===== src/rtl/ilv_pkg.sv =====
// Package: shared types for the interleaved line refill memory.
// Assumes: nothing beyond standard SystemVerilog.
package ilv_pkg;

    // Sequencer phases of one refill.
    typedef enum logic [1:0] {
        PH_IDLE = 2'd0,
        PH_ADDR = 2'd1,
        PH_ACC  = 2'd2,
        PH_XFER = 2'd3
    } phase_e;

endpackage


===== src/rtl/ilv_bank.sv =====
// Module: one word-wide memory bank.
// A start pulse captures the line address. After ACCESS_CYC clocks, fin is
// high for one cycle and the word is latched into data, where it stays
// until the next start. The word content is a function of the word
// address {line, BANK_IDX}: the address in the low half, its complement
// in the high half.
// Assumes: ACCESS_CYC >= 1 and WORD_W == 2*(LINE_W+BANK_W).
module ilv_bank #(
    parameter int LINE_W     = 14,
    parameter int BANK_W     = 2,
    parameter int BANK_IDX   = 0,
    parameter int WORD_W     = 32,
    parameter int ACCESS_CYC = 24
) (
    input  logic              clk,
    input  logic              rst_n,
    input  logic              start,
    input  logic [LINE_W-1:0] line,
    output logic              fin,
    output logic [WORD_W-1:0] data
);
    localparam int WA_W  = LINE_W + BANK_W;
    localparam int CNT_W = $clog2(ACCESS_CYC + 1);

    logic              busy;
    logic [CNT_W-1:0]  cnt;
    logic [LINE_W-1:0] line_q;
    logic [WA_W-1:0]   wa;

    assign wa  = {line_q, BANK_W'(BANK_IDX)};
    assign fin = busy && (cnt == '0);

    // Access timer: count down the access time and latch the word when it ends.
    always_ff @(posedge clk) begin
        if (!rst_n) begin
            busy   <= 1'b0;
            cnt    <= '0;
            line_q <= '0;
            data   <= '0;
        end else if (start) begin
            busy   <= 1'b1;
            cnt    <= CNT_W'(ACCESS_CYC - 1);
            line_q <= line;
        end else if (busy) begin
            if (cnt == '0) begin
                busy <= 1'b0;
                data <= {~wa, wa};
            end else begin
                cnt <= cnt - 1'b1;
            end
        end
    end
endmodule


===== src/rtl/ilv_seq.sv =====
// Module: refill sequencer.
// Accepts one line request, runs the address phase, starts the banks and
// waits for them, then times each word transfer on the shared bus.
// Interleaved mode starts all banks once. Serial mode repeats the address,
// access and transfer sequence for each bank in turn.
// Assumes: ADDR_CYC >= 1, XFER_CYC >= 1, NUM_BANKS a power of two.
module ilv_seq
    import ilv_pkg::*;
#(
    parameter int NUM_BANKS = 4,
    parameter int BANK_W    = 2,
    parameter int LINE_W    = 14,
    parameter int ADDR_CYC  = 4,
    parameter int XFER_CYC  = 4
) (
    input  logic                 clk,
    input  logic                 rst_n,
    input  logic                 req_valid,
    input  logic [LINE_W-1:0]    req_line,
    input  logic                 mode_serial,
    input  logic [NUM_BANKS-1:0] bank_fin,
    output logic                 req_ready,
    output logic [NUM_BANKS-1:0] bank_start,
    output logic [LINE_W-1:0]    line_q,
    output logic [BANK_W-1:0]    word_idx,
    output logic                 beat,
    output logic                 beat_last
);
    localparam int MAX_CYC = (ADDR_CYC > XFER_CYC) ? ADDR_CYC : XFER_CYC;
    localparam int CNT_W   = $clog2(MAX_CYC + 1);
    localparam logic [BANK_W-1:0] LAST_W = BANK_W'(NUM_BANKS - 1);

    phase_e               phase;
    logic [CNT_W-1:0]     cnt;
    logic                 serial_q;
    logic [NUM_BANKS-1:0] mask;
    logic                 accept;
    logic                 acc_done;

    assign accept    = req_valid && (phase == PH_IDLE);
    assign req_ready = (phase == PH_IDLE);

    // Banks taking part in the current access: one in serial mode, all otherwise.
    always_comb begin
        mask = '0;
        if (serial_q) mask[word_idx] = 1'b1;
        else          mask = '1;
    end

    // Bank start at the end of the address phase, done when every started bank finishes.
    assign bank_start = (phase == PH_ADDR && cnt == '0) ? mask : '0;
    assign acc_done   = (phase == PH_ACC) && ((bank_fin & mask) == mask);
    assign beat       = (phase == PH_XFER) && (cnt == '0);
    assign beat_last  = beat && (word_idx == LAST_W);

    // Phase sequencing with a shared down-counter for the address and transfer phases.
    always_ff @(posedge clk) begin
        if (!rst_n) begin
            phase    <= PH_IDLE;
            cnt      <= '0;
            serial_q <= 1'b0;
            line_q   <= '0;
            word_idx <= '0;
        end else begin
            unique case (phase)
                PH_IDLE: begin
                    if (accept) begin
                        phase    <= PH_ADDR;
                        cnt      <= CNT_W'(ADDR_CYC - 1);
                        serial_q <= mode_serial;
                        line_q   <= req_line;
                        word_idx <= '0;
                    end
                end
                PH_ADDR: begin
                    if (cnt == '0) phase <= PH_ACC;
                    else           cnt   <= cnt - 1'b1;
                end
                PH_ACC: begin
                    if (acc_done) begin
                        phase <= PH_XFER;
                        cnt   <= CNT_W'(XFER_CYC - 1);
                    end
                end
                PH_XFER: begin
                    if (cnt != '0) begin
                        cnt <= cnt - 1'b1;
                    end else if (word_idx == LAST_W) begin
                        phase <= PH_IDLE;
                    end else begin
                        word_idx <= word_idx + 1'b1;
                        if (serial_q) begin
                            phase <= PH_ADDR;
                            cnt   <= CNT_W'(ADDR_CYC - 1);
                        end else begin
                            cnt   <= CNT_W'(XFER_CYC - 1);
                        end
                    end
                end
                default: phase <= PH_IDLE;
            endcase
        end
    end
endmodule


===== src/rtl/ilv_resp.sv =====
// Module: response word stage.
// Selects the held word of the bank named by word_idx onto the shared
// one-word bus when a transfer completes, and flags the final word.
// The bus is zero when no word is presented.
// Assumes: bank data is stable while its word is transferred.
module ilv_resp #(
    parameter int NUM_BANKS = 4,
    parameter int BANK_W    = 2,
    parameter int WORD_W    = 32
) (
    input  logic                              beat,
    input  logic                              beat_last,
    input  logic [BANK_W-1:0]                 word_idx,
    input  logic [NUM_BANKS-1:0][WORD_W-1:0]  bank_data,
    output logic                              rsp_valid,
    output logic [WORD_W-1:0]                 rsp_data,
    output logic                              rsp_last
);
    logic [NUM_BANKS-1:0][WORD_W-1:0] gated;

    // Enable only the addressed bank's word, then OR the words onto the bus.
    for (genvar g = 0; g < NUM_BANKS; g++) begin : g_gate
        assign gated[g] = (beat && word_idx == BANK_W'(g)) ? bank_data[g] : '0;
    end

    // Combine the gated bank words.
    always_comb begin
        rsp_data = '0;
        for (int i = 0; i < NUM_BANKS; i++) rsp_data = rsp_data | gated[i];
    end

    assign rsp_valid = beat;
    assign rsp_last  = beat_last;
endmodule


===== src/rtl/ilv_line_fetch.sv =====
// Module: interleaved line refill memory (top).
// Connects the sequencer, NUM_BANKS word-wide banks and the response stage.
// One request is outstanding at a time and the response has no backpressure.
// Assumes: all latency parameters >= 1, NUM_BANKS a power of two >= 2.
module ilv_line_fetch #(
    parameter int LINE_W     = 14,
    parameter int NUM_BANKS  = 4,
    parameter int ADDR_CYC   = 4,
    parameter int ACCESS_CYC = 24,
    parameter int XFER_CYC   = 4,
    parameter int BANK_W     = $clog2(NUM_BANKS),
    parameter int WORD_W     = 2 * (LINE_W + BANK_W)
) (
    input  logic              clk,
    input  logic              rst_n,
    input  logic              mode_serial,
    input  logic              req_valid,
    output logic              req_ready,
    input  logic [LINE_W-1:0] req_line,
    output logic              rsp_valid,
    output logic [WORD_W-1:0] rsp_data,
    output logic              rsp_last
);
    logic [NUM_BANKS-1:0]             bank_start;
    logic [NUM_BANKS-1:0]             bank_fin;
    logic [NUM_BANKS-1:0][WORD_W-1:0] bank_data;
    logic [LINE_W-1:0]                line_q;
    logic [BANK_W-1:0]                word_idx;
    logic                             beat;
    logic                             beat_last;

    ilv_seq #(
        .NUM_BANKS(NUM_BANKS), .BANK_W(BANK_W), .LINE_W(LINE_W),
        .ADDR_CYC(ADDR_CYC), .XFER_CYC(XFER_CYC)
    ) i_seq (
        .clk(clk), .rst_n(rst_n), .req_valid(req_valid), .req_line(req_line),
        .mode_serial(mode_serial), .bank_fin(bank_fin), .req_ready(req_ready),
        .bank_start(bank_start), .line_q(line_q), .word_idx(word_idx),
        .beat(beat), .beat_last(beat_last)
    );

    for (genvar g = 0; g < NUM_BANKS; g++) begin : g_bank
        ilv_bank #(
            .LINE_W(LINE_W), .BANK_W(BANK_W), .BANK_IDX(g),
            .WORD_W(WORD_W), .ACCESS_CYC(ACCESS_CYC)
        ) i_bank (
            .clk(clk), .rst_n(rst_n), .start(bank_start[g]), .line(line_q),
            .fin(bank_fin[g]), .data(bank_data[g])
        );
    end

    ilv_resp #(
        .NUM_BANKS(NUM_BANKS), .BANK_W(BANK_W), .WORD_W(WORD_W)
    ) i_resp (
        .beat(beat), .beat_last(beat_last), .word_idx(word_idx),
        .bank_data(bank_data), .rsp_valid(rsp_valid), .rsp_data(rsp_data),
        .rsp_last(rsp_last)
    );
endmodule


===== config.mk =====
export PLATFORM = sky130hd
export DESIGN_NAME = ilv_line_fetch
export DESIGN_NICKNAME = d
export VERILOG_FILES = /design/src/rtl/ilv_pkg.sv /design/src/rtl/ilv_bank.sv /design/src/rtl/ilv_seq.sv /design/src/rtl/ilv_resp.sv /design/src/rtl/ilv_line_fetch.sv
export SDC_FILE = /design/constraint.sdc
export NUM_CORES = 1
export LEC_CHECK = 0
export ABC_AREA = 1
export BUFFER_PORTS_ARGS = -buffer_cell sky130_fd_sc_hd__clkbuf_2
export CAP_MARGIN = 25
export CORE_UTILIZATION = 50
export CTS_BUF_LIST = sky130_fd_sc_hd__clkbuf_4
export DETAILED_ROUTE_END_ITERATION = 10
export HOLD_SLACK_MARGIN = 0.08
export PLACE_DENSITY_LB_ADDON = 0.2
export RECOVER_POWER = 25
export SETUP_SLACK_MARGIN = 0.15
export SYNTH_ARGS = -nofsm -noshare
export SYNTH_HDL_FRONTEND = slang
export SYNTH_SLANG_ARGS = --single-unit

===== constraint.sdc =====
create_clock -name clk -period 4.3 [get_ports clk]
set_input_delay 0.43 -clock clk [delete_from_list [all_inputs] [get_ports clk]]
set_output_delay 0.43 -clock clk [all_outputs]
set_load 0.02 [all_outputs]

# [Word-level counts from Yosys, hierarchy flattened]
# Cells that the tools add are included.
[classes] n_lt_le_gt_ge=2 eq_ne=19 muxes=49 add_sub_neg=6 bitwise_logic=17 n_reduce_logical=46
[ops] operator="two-way mux 32 bit" n=4
[ops] operator="OR 32 bit" n=3
[ops] operator="inverter 16 bit" n=4
[ops] operator="two-way mux 5 bit" n=12
[ops] operator="zero test 5 bit" n=4
[ops] operator="subtractor 5 x 1 -> 5 bit (second input constant)" n=4
[ops] operator="two-way mux 2 bit" n=9
[ops] operator="AND reduction 2 bit" n=9
[ops] operator="inequality test 2 bit (second input constant)" n=8
[ops] operator="two-way mux 3 bit" n=5
[ops] operator="logical AND 1 bit" n=13
[ops] operator="two-way mux 1 bit" n=13
[ops] operator="case mux 3 bit (4 select lines)" n=1
[ops] operator="AND reduction 3 bit" n=4
[ops] operator="nonzero test 2 bit" n=5
[ops] operator="inverter 1 bit" n=9
[ops] operator="equality test 2 bit (second input constant)" n=4
[ops] operator="two-way mux 4 bit" n=2
[ops] operator="case mux 2 bit (4 select lines)" n=1
[ops] operator="AND reduction 4 bit" n=2
[ops] operator="OR reduction 2 bit" n=4
[ops] operator="AND reduction 5 bit" n=1
[ops] operator="bitwise AND 4 bit" n=1
[ops] operator="equality test 2 x 1 -> 1 bit (second input constant)" n=2
[ops] operator="13 further kinds" n=15
[totals] inputBits=18 ff_bits=226

# [Logic depth before layout (Yosys ltp)]
# Gate-level depths: netlist of the first run.
[logic_depth] ltp_word=10 depth_mapped=13 mapped_depth_nobuf=12

# [By module]
# From an unflattened synthesis of the first run, not the netlist that was laid out.
[hier_totals] hier_cells=1460 hier_area_um2=10412.5
[by_module_without_submodules] module="ilv_bank at g_bank[1].i_bank ..." instances=3 seq_area_each_um2=980.9 cells_each=236 area_each_um2=1930.6
[by_module_without_submodules] module="ilv_bank at g_bank[0].i_bank" instances=1 seq_area_each_um2=980.9 cells_each=237 area_each_um2=1949.4
[by_module_without_submodules] module="ilv_resp" instances=1 seq_area_each_um2=0.0 cells_each=350 area_each_um2=1495.2
[by_module_without_submodules] module="ilv_seq" instances=1 seq_area_each_um2=440.4 cells_each=165 area_each_um2=1176.1

# [Worst setup path before layout of the first run]
# OpenSTA, ideal clock, no wires.
[synth_timing] path_kind="reg-to-output" startpoint="reg i_seq.cnt[0]" endpoint="out rsp_data[0]" arrival_ns=1.526 path_buffers=1 stages_incl_launch_ff=10 t_required_ns=3.870 slack_ns=2.344 cell_sequence="dfxtp_1 > inv_1 > ha_1 > inv_1 > nor2_4 > nand2_2 > nor2_1 > buf_2 > inv_1 > o22ai_1"
[synth_between] elab_chain_len=7 word_cells_on_any_way=9 cone_classes="mux (2); bitwise (3); reduce/logical (4)"
[synth_lines] element="start, declared" line_no="ilv_seq.sv:34" text="logic [CNT_W-1:0] cnt;"
[synth_lines] element="start signal, assigned" line_no="ilv_seq.sv:69" text="cnt <= CNT_W'(ADDR_CYC - 1);"
[synth_lines] element="start signal, assigned" line_no="ilv_seq.sv:77" text="else cnt <= cnt - 1'b1;"
[synth_lines] element="start signal, assigned" line_no="ilv_seq.sv:82" text="cnt <= CNT_W'(XFER_CYC - 1);"
[synth_lines] element="zero test 3 bit *" line_no="ilv_seq.sv:53" text="assign beat = (phase == PH_XFER) && (cnt == '0);"
[synth_lines] element="logical AND 1 bit *" line_no="ilv_seq.sv:53"
[synth_lines] element="logical AND 1 bit" line_no="ilv_resp.sv:23" text="assign gated[g] = (beat && word_idx == BANK_W'(g)) ? bank_data[g] : '0;"
[synth_lines] element="two-way mux 32 bit" line_no="ilv_resp.sv:23"
[synth_lines] element="OR 32 bit (2 in a row)" line_no="ilv_resp.sv:29" text="for (int i = 0; i < NUM_BANKS; i++) rsp_data = rsp_data | gated[i];"
[synth_lines] element="OR 32 bit *" line_no="ilv_resp.sv:29"
[synth_lines] element="end, declared" line_no="ilv_line_fetch.sv:21" text="output logic [WORD_W-1:0] rsp_data,"
# Mark *: on every way between the ends. The rest lies on a longest branch, timed or not.

# [Final worst setup path of the first run]
[layout_timing] startpoint="reg i_seq.cnt[0]" endpoint="reg g_bank[3].i_bank.data[15]"
[layout_between] elab_chain_len=5
[layout_lines] element="zero test 3 bit" line_no="ilv_seq.sv:51" text="assign bank_start = (phase == PH_ADDR && cnt == '0) ? mask : '0;"
[layout_lines] element="logical AND 1 bit" line_no="ilv_seq.sv:51"
[layout_lines] element="two-way mux 4 bit" line_no="ilv_seq.sv:51"
[layout_lines] element="inverter 1 bit (no line)"
[layout_lines] element="AND reduction 3 bit (no line)"
[layout_lines] element="end signal, assigned" line_no="ilv_bank.sv:47" text="data <= {~wa, wa};"
[layout_lines] element="end, declared" line_no="ilv_bank.sv:20" text="output logic [WORD_W-1:0] data"
# No other way between the ends.
# A chain may end at the register's enable or synchronous reset.

==> results of run 1 <==
## path summary, 6_finish.rpt
path              slack (ns)                   endpoint  cells past startpoint
hold / removal          0.38          i_seq.word_idx[0]                      5
setup reg to reg        0.91  g_bank[3].i_bank.data[15]                     12
hold reg to reg         0.45  g_bank[0].i_bank.data[19]                      1
setup / recovery        0.91  g_bank[3].i_bank.data[15]                     12
## state kept, by name (all words and copies together), names as in the netlist
| name | count |
|---|---|
| g_bank.i_bank.cnt | 20 |
| g_bank.i_bank.line_q | 56 |
| i_seq.serial_q | 1 |
| g_bank.i_bank.busy | 4 |
| i_seq.word_idx | 2 |
| i_seq.cnt | 3 |
| i_seq.line_q | 14 |
| i_seq.phase | 2 |
| g_bank.i_bank.data | 116 |
## cell usage after synthesis, drive strengths merged (2+ instances only)
cell | n | area share
a211oi | 2 | 0.0017
a21oi | 142 | 0.082
a22oi | 33 | 0.029
a31oi | 5 | 0.0036
a32o | 2 | 0.0023
buf | 39 | 0.026
clkbuf | 31 | 0.013
dfxtp | 218 | 0.50
ha | 14 | 0.020
inv | 56 | 0.025
nand2 | 237 | 0.10
nand3 | 14 | 0.0081
nand4 | 18 | 0.014
nor2 | 172 | 0.081
o21ai | 134 | 0.078
o22ai | 5 | 0.0036
or2 | 2 | 0.0014
## per-layer routing
metal  global-route usage  up-vias  wire length [microns]
met3               0.0582       45                   1790
met2                0.419      289                  10600
li1                     -     3908                      -
met4                0.102        0                    596
met5                    0        -                      0
met1                0.366     3512                  10800
## through the flow
step	utilization	instance area, sq um	cells
2_1_floorplan	-	8680	1128
3_3_place_gp	0.535	8960	1339
3_5_place_dp	0.535	8960	1339
4_1_cts	0.584	9790	1443
5_1_grt	0.584	9790	1445
6_report	0.584	9790	1445
## cells by family after synthesis
kind of cell,count (synthesis),share of synthesized area
buf+inv,127,0.0656
simple gates,444,0.210
xor+xnor,1,0.00101
flops,218,0.503
fa+ha+maj,14,0.0202
compound gates,324,0.201
## layout make-up
class / count / area (sq um)
Antenna cell: 1 / 2.50
Clock buffer: 78 / 586
Fill cell: 1622 / 6970
Sequential cell: 218 / 4360
Inverter: 57 / 224
Multi-Input combinational cell: 783 / 3730
Clock inverter: 7 / 52.6
Tap cell: 220 / 275
Timing Repair Buffer: 81 / 548
## where the power goes
part	internal, mW	switching [mW]
registers	2.45	0.318
clock network	0.875	0.779
logic	0.495	1.04
total	3.82	2.13
## tightest hold or removal path, stage by stage
cell,delay (ns)
clkbuf_2,0.09
or2_2,0.12
nand3_1,0.14
a21oi_1,0.15
a211oi_1,0.05
==> metrics.txt, run 1 <==
outcome finished, final reports clean; Detail Placement HPWL 14.1 mm; cts repair resizes 0; Final period util 0.787; CP Cell Sequence inv_1 -> ha_1 -> inv_1 -> nor2_1 -> nand2_1 -> clkinvlp_2 -> nand2_1 -> inv_4 -> nor2_4 -> inv_2 -> a21oi_1 -> nor2_1; via count roughly 7,800; CP endpoint kind flip-flop; pre-CTS WS 1.66 ns; cell count after synthesis ~1,100; commonest non-fill, non-tap cell in the layout nand2_1; sequential share of the synthesized area 0.503; Crit Path Class reg2reg; die width roughly 130 microns; Max VDD drop approximately 350 uV; Critical Path Start Type flip-flop; gpl congestion roughly 0.80; Final Hold Fails 0; Residual DRC 0; CTS buffer count 55; grt total ovfl 0; I/O Pins 53; Die H 134 microns; area grow syn2layout 12.7%; hold_sp req_valid; Clock Skews 0.0290 ns; unrepaired setup endpoints after global routing no; Worst Hold Class in2reg; hold buffers post-CTS 19; Synth Flop Type dfxtp_1; LEAKAGE a little under 4 nW; core area between 0.015 and 0.02 sq mm; Top delay family on crit path simple AND/OR/NAND/NOR gates; CTS tree done; CTS H-Tree Depth 2; Initial Util 0.518; total die area ~0.018 sq mm; drt wl/cell between 15 and 20 microns; worst slew pin tran 1.06 ns; setup TNS 0 ns; Max-Cap Viols 0; YS warnings 0; first-pass GRT wire length about 38 mm; Finish-stage setup viols 0; CP max FO 23; initial antenna violation count 1; share of layout cells above drive strength 1 0.135; # rows between 40 and 50; slowest CP cell nand2_1; critical path arrival about 3.9 ns; CP peak stage delay 0.79 ns; most frequent cells in the layout nand2_1 (236), dfxtp_1 (218), nor2_1 (164); clk slew on worst S/H paths around 0.060 ns; Synth Area per Inst roughly 7.7 sq um; Max-Slew Margin vs Limit 0.294; Routed Antenna Nets 0; ys async rst share 0; Final WS setup between 0.9 and 1 ns; clock sink count between 200 and 250; hold slack approximately 0.38 ns; 1st-iter DRT viols 623; vias in the first global route just over 7,000; Slew Limit Fails 0; GRT Total Usage 0.270; Clock Tree Buf Depth 3; Final min period 3.39 ns; Worst Setup SP i_seq.cnt[0]; Mapped Nets roughly 1,200; synthesized area roughly 0.0087 sq mm; Worst-Skew Late Latency between 0.6 and 0.7 ns; Post-synth EDFFs 0; Bufs and invs on worst path 5; Power Total between 5 and 6 mW; reg2reg start i_seq.cnt[0]; IO buf count 52; Layout Nets approximately 1,200; routed vias/inst 5.37; pin count of the biggest net entering global routing between 100 and 150; Pre-antenna DRT Iters 5; worst path required time 4.82 ns; root buffer cell clkbuf_4; pwr dens ~610 mW/mm^2; Synth Register Bits ~220; post-synth cell types 34; WL final roughly 24 mm; Post-CTS Setup Bufs 0; Max Freq a little under 300 MHz
(Power assumes the default switching activity.)
==> run 2, diff against run 1 <==
Settings changed: ABC_AREA 1 to 0.
Clock period 4.3 ns to 3.23 ns, I/O delays scaled along.
==> run 2 against run 1 <==
Register-to-register slack got worse by 0.56 ns. Sequential power increased by 20%. Worst setup slack got worse by 0.59 ns. Routed wire length decreased by 1.5%. Critical path type is now reg2out. Non-clock buffer count increased by 5. Global-route usage decreased by 1.9 points. Clock-buffer cell count increased by 7. Cell area increased by 7.7%. Combinational power increased by 25%. Clock skew decreased by 0.011 ns.
==> metrics.txt, run 2 <==
I/O Pins 53 (unchanged); Worst-Skew Late Latency 0.67 ns (about the same); Finish-stage setup viols 0 (unchanged); Power Total 7.53 mW (+27%); vias in the first global route 7,099 (-0.96%); Worst Hold Class in2reg; worst path required time 2.91 ns (-1.91 ns); pin count of the biggest net entering global routing 113 (-10%); outcome finished, final reports clean; Max VDD drop 577 uV (+64%); Post-CTS Setup Bufs 0 (unchanged); top cell type's share of synthesized area 0.472 (-0.0310); top cells by area, synth dfxtp_1 (47%), nand2_1 (10%), a21boi_0 (7.5%); CP max FO 31 (+35%); via count 7,391 (-4.7%); gpl congestion 0.838 (+4.1%); most frequent cells in the layout nand2_1 (252), dfxtp_1 (218), a21boi_0 (92); Final min period 2.91 ns; critical path arrival 2.58 ns (-1.33 ns); Critical Path Start Type flip-flop; Routed Antenna Nets 0 (unchanged); commonest non-fill, non-tap cell in the layout nand2_1; sequential share of the synthesized area 0.472 (-0.0310); CP peak stage delay 0.43 ns (-0.36 ns); area grow syn2layout 13.9%; Synth Register Bits 218 (unchanged); Detail Placement HPWL 13.9 mm (-1.6%); initial antenna violation count 1 (unchanged); synthesized area 0.00925 sq mm (+6.6%); core area 0.0180 sq mm (+7.5%); unrepaired setup endpoints after global routing no; ys async rst share 0 (unchanged); root buffer cell clkbuf_4; die width 138 microns (+3.2%); Die H 138 microns (+3.2%); Clock Tree Buf Depth 3 (unchanged); Clock Skews 0.0177 ns (-0.0113 ns); share of layout cells above drive strength 1 0.139 (+0.00427); FILL cells 1,704 (+5.1%); synth cell count leaders nand2_1 (252), dfxtp_1 (218), a21boi_0 (92); grt total ovfl 0 (unchanged); Slew Limit Fails 0 (unchanged); routed vias/inst 5.27 (-1.8%); total die area 0.0191 sq mm (+6.5%); Max-Cap Viols 0 (unchanged); IO buf count 52 (unchanged); CTS tree done; Mapped Nets 1,088 (-6.2%); Initial Util 0.513 (-0.00470); LEAKAGE 4.49 nW (+15%); Residual DRC 0 (unchanged); Crit Path Class reg2out; worst slew pin tran 1.23 ns (+0.175 ns); slowest CP cell ha_1; cell count after synthesis 1,056 (-6.4%); Synth Flop Type dfxtp_1; Pre-antenna DRT Iters 5 (unchanged); pwr dens 715 mW/mm^2 (+18%); CP Cell Sequence ha_1 -> and3_1 -> buf_6 -> a22oi_1 -> nand2_1 -> clkbuf_2; clock sink count 218 (unchanged); Max-Slew Margin vs Limit 0.178 (-0.115); first-pass GRT wire length 38.2 mm (+1.6%); # rows 49 (+4.3%); CP endpoint kind output pin; CTS buffer count 56 (+1.8%); max reg flops 116 (unchanged); 1st-iter DRT viols 533 (-14%); Synth Area per Inst 8.76 sq um (+14%); Layout Nets 1,165 (-5.1%); top-count cell post-synth nand2_1; Post-synth EDFFs 0 (unchanged); biggest regs g_bank.i_bank.data (116), g_bank.i_bank.line_q (56), g_bank.i_bank.cnt (20); post-synth cell types 44 (+29%); Largest Register g_bank.i_bank.data; GRT Total Usage 0.250 (-0.0192); YS warnings 0 (unchanged); setup TNS 0 ns (unchanged); CTS H-Tree Depth 2 (unchanged); WL final 23.4 mm (-1.5%); Final Hold Fails 0 (unchanged); Max Freq about 340 MHz; drt wl/cell 16.7 microns (+1.5%); Final period util 0.900; clk slew on worst S/H paths 0.06 ns (about the same); post-synth top area cell dfxtp_1
-- run 2: cell count changes after synthesis, moves of 29 or more --
cell / change
o21ai_0: -55
nor2b_1: +69
clkbuf_1: +29
a21boi_0: +92
a21oi_1: -136
and2_1: +59
nor2_1: -161
mux2i_1: +57
-- run 2: worst max-delay path, delay by kind of cell, from the launching register on --
family,cells,cell delay [ns]
compound gates,1,0.15
buf+inv,2,0.51
fa+ha+maj,1,0.43
simple gates,2,0.41
flops,1,0.42
-- run 2: kinds of logic after synthesis --
| logic type | Yosys count | share of synthesized area |
|---|---|---|
| multiplexers | 58 | 0.0629 |
| adder cells (fa/ha/maj) | 14 | 0.0189 |
| AO/OA/AOI/OAI | 241 | 0.178 |
| buffers and inverters | 91 | 0.0375 |
| XOR/XNOR | 12 | 0.0114 |
| flip-flops | 218 | 0.472 |
| AND/OR/NAND/NOR | 422 | 0.220 |
-- run 2: routing by layer --
| metal | vias to the layer above | routed length, microns | global-route usage |
|---|---|---|---|
| met5 | - | 0 | 0 |
| met4 | 0 | 371 | 0.0758 |
| met3 | 36 | 1300 | 0.0443 |
| met2 | 193 | 10400 | 0.388 |
| met1 | 3426 | 11300 | 0.355 |
| li1 | 3736 | - | - |
-- run 2: through the flow --
stage	hold slack [ns]	area (sq um)	setup slack [ns]	cells	utilization
2_1_floorplan	0.435	9250	0.877	1056	-
4_1_cts	0.125	10500	0.158	1401	0.585
3_5_place_dp	0.453	9700	0.663	1289	0.538
6_report	0.159	10500	0.323	1402	0.585
5_1_grt	0.190	10500	0.0886	1402	0.585
3_3_place_gp	0.443	9690	0.713	1288	0.538
-- run 2: worst paths after layout --
check / from / endpoint / slack [ns] / depth (start not counted)
min: req_valid / i_seq.cnt[2] / 0.16 / 4
max: i_seq.phase[0] / rsp_data[18] / 0.32 / 6
max reg2reg: g_bank[0].i_bank.cnt[0] / i_seq.phase[0] / 0.35 / 7
min reg2reg: g_bank[2].i_bank.data[16] / g_bank[2].i_bank.data[16] / 0.46 / 2
-- run 2: repair_timing --
action / CTS / global route
hold buffers: 15 / 0
resized for setup: 2 / 4
endpoints found under the setup margin: 30 / 32
endpoints found under the hold margin: 15 / 0
-- run 2: area by class of cell --
class	count	area, sq um	share of cell area
Multi-Input combinational cell	747	4530	0.430
Sequential cell	218	4360	0.414
Clock buffer	85	638	0.0606
Timing Repair Buffer	86	574	0.0545
Tap cell	229	287	0.0272
Inverter	24	90.1	0.00855
Clock inverter	12	46.3	0.00439
Antenna cell	1	2.50	0.000238
-- run 2: where the power goes --
group	total, mW	switching, mW	internal, mW
logic	1.92	1.21	0.712
registers	3.33	0.277	3.06
clock network	2.27	1.08	1.19
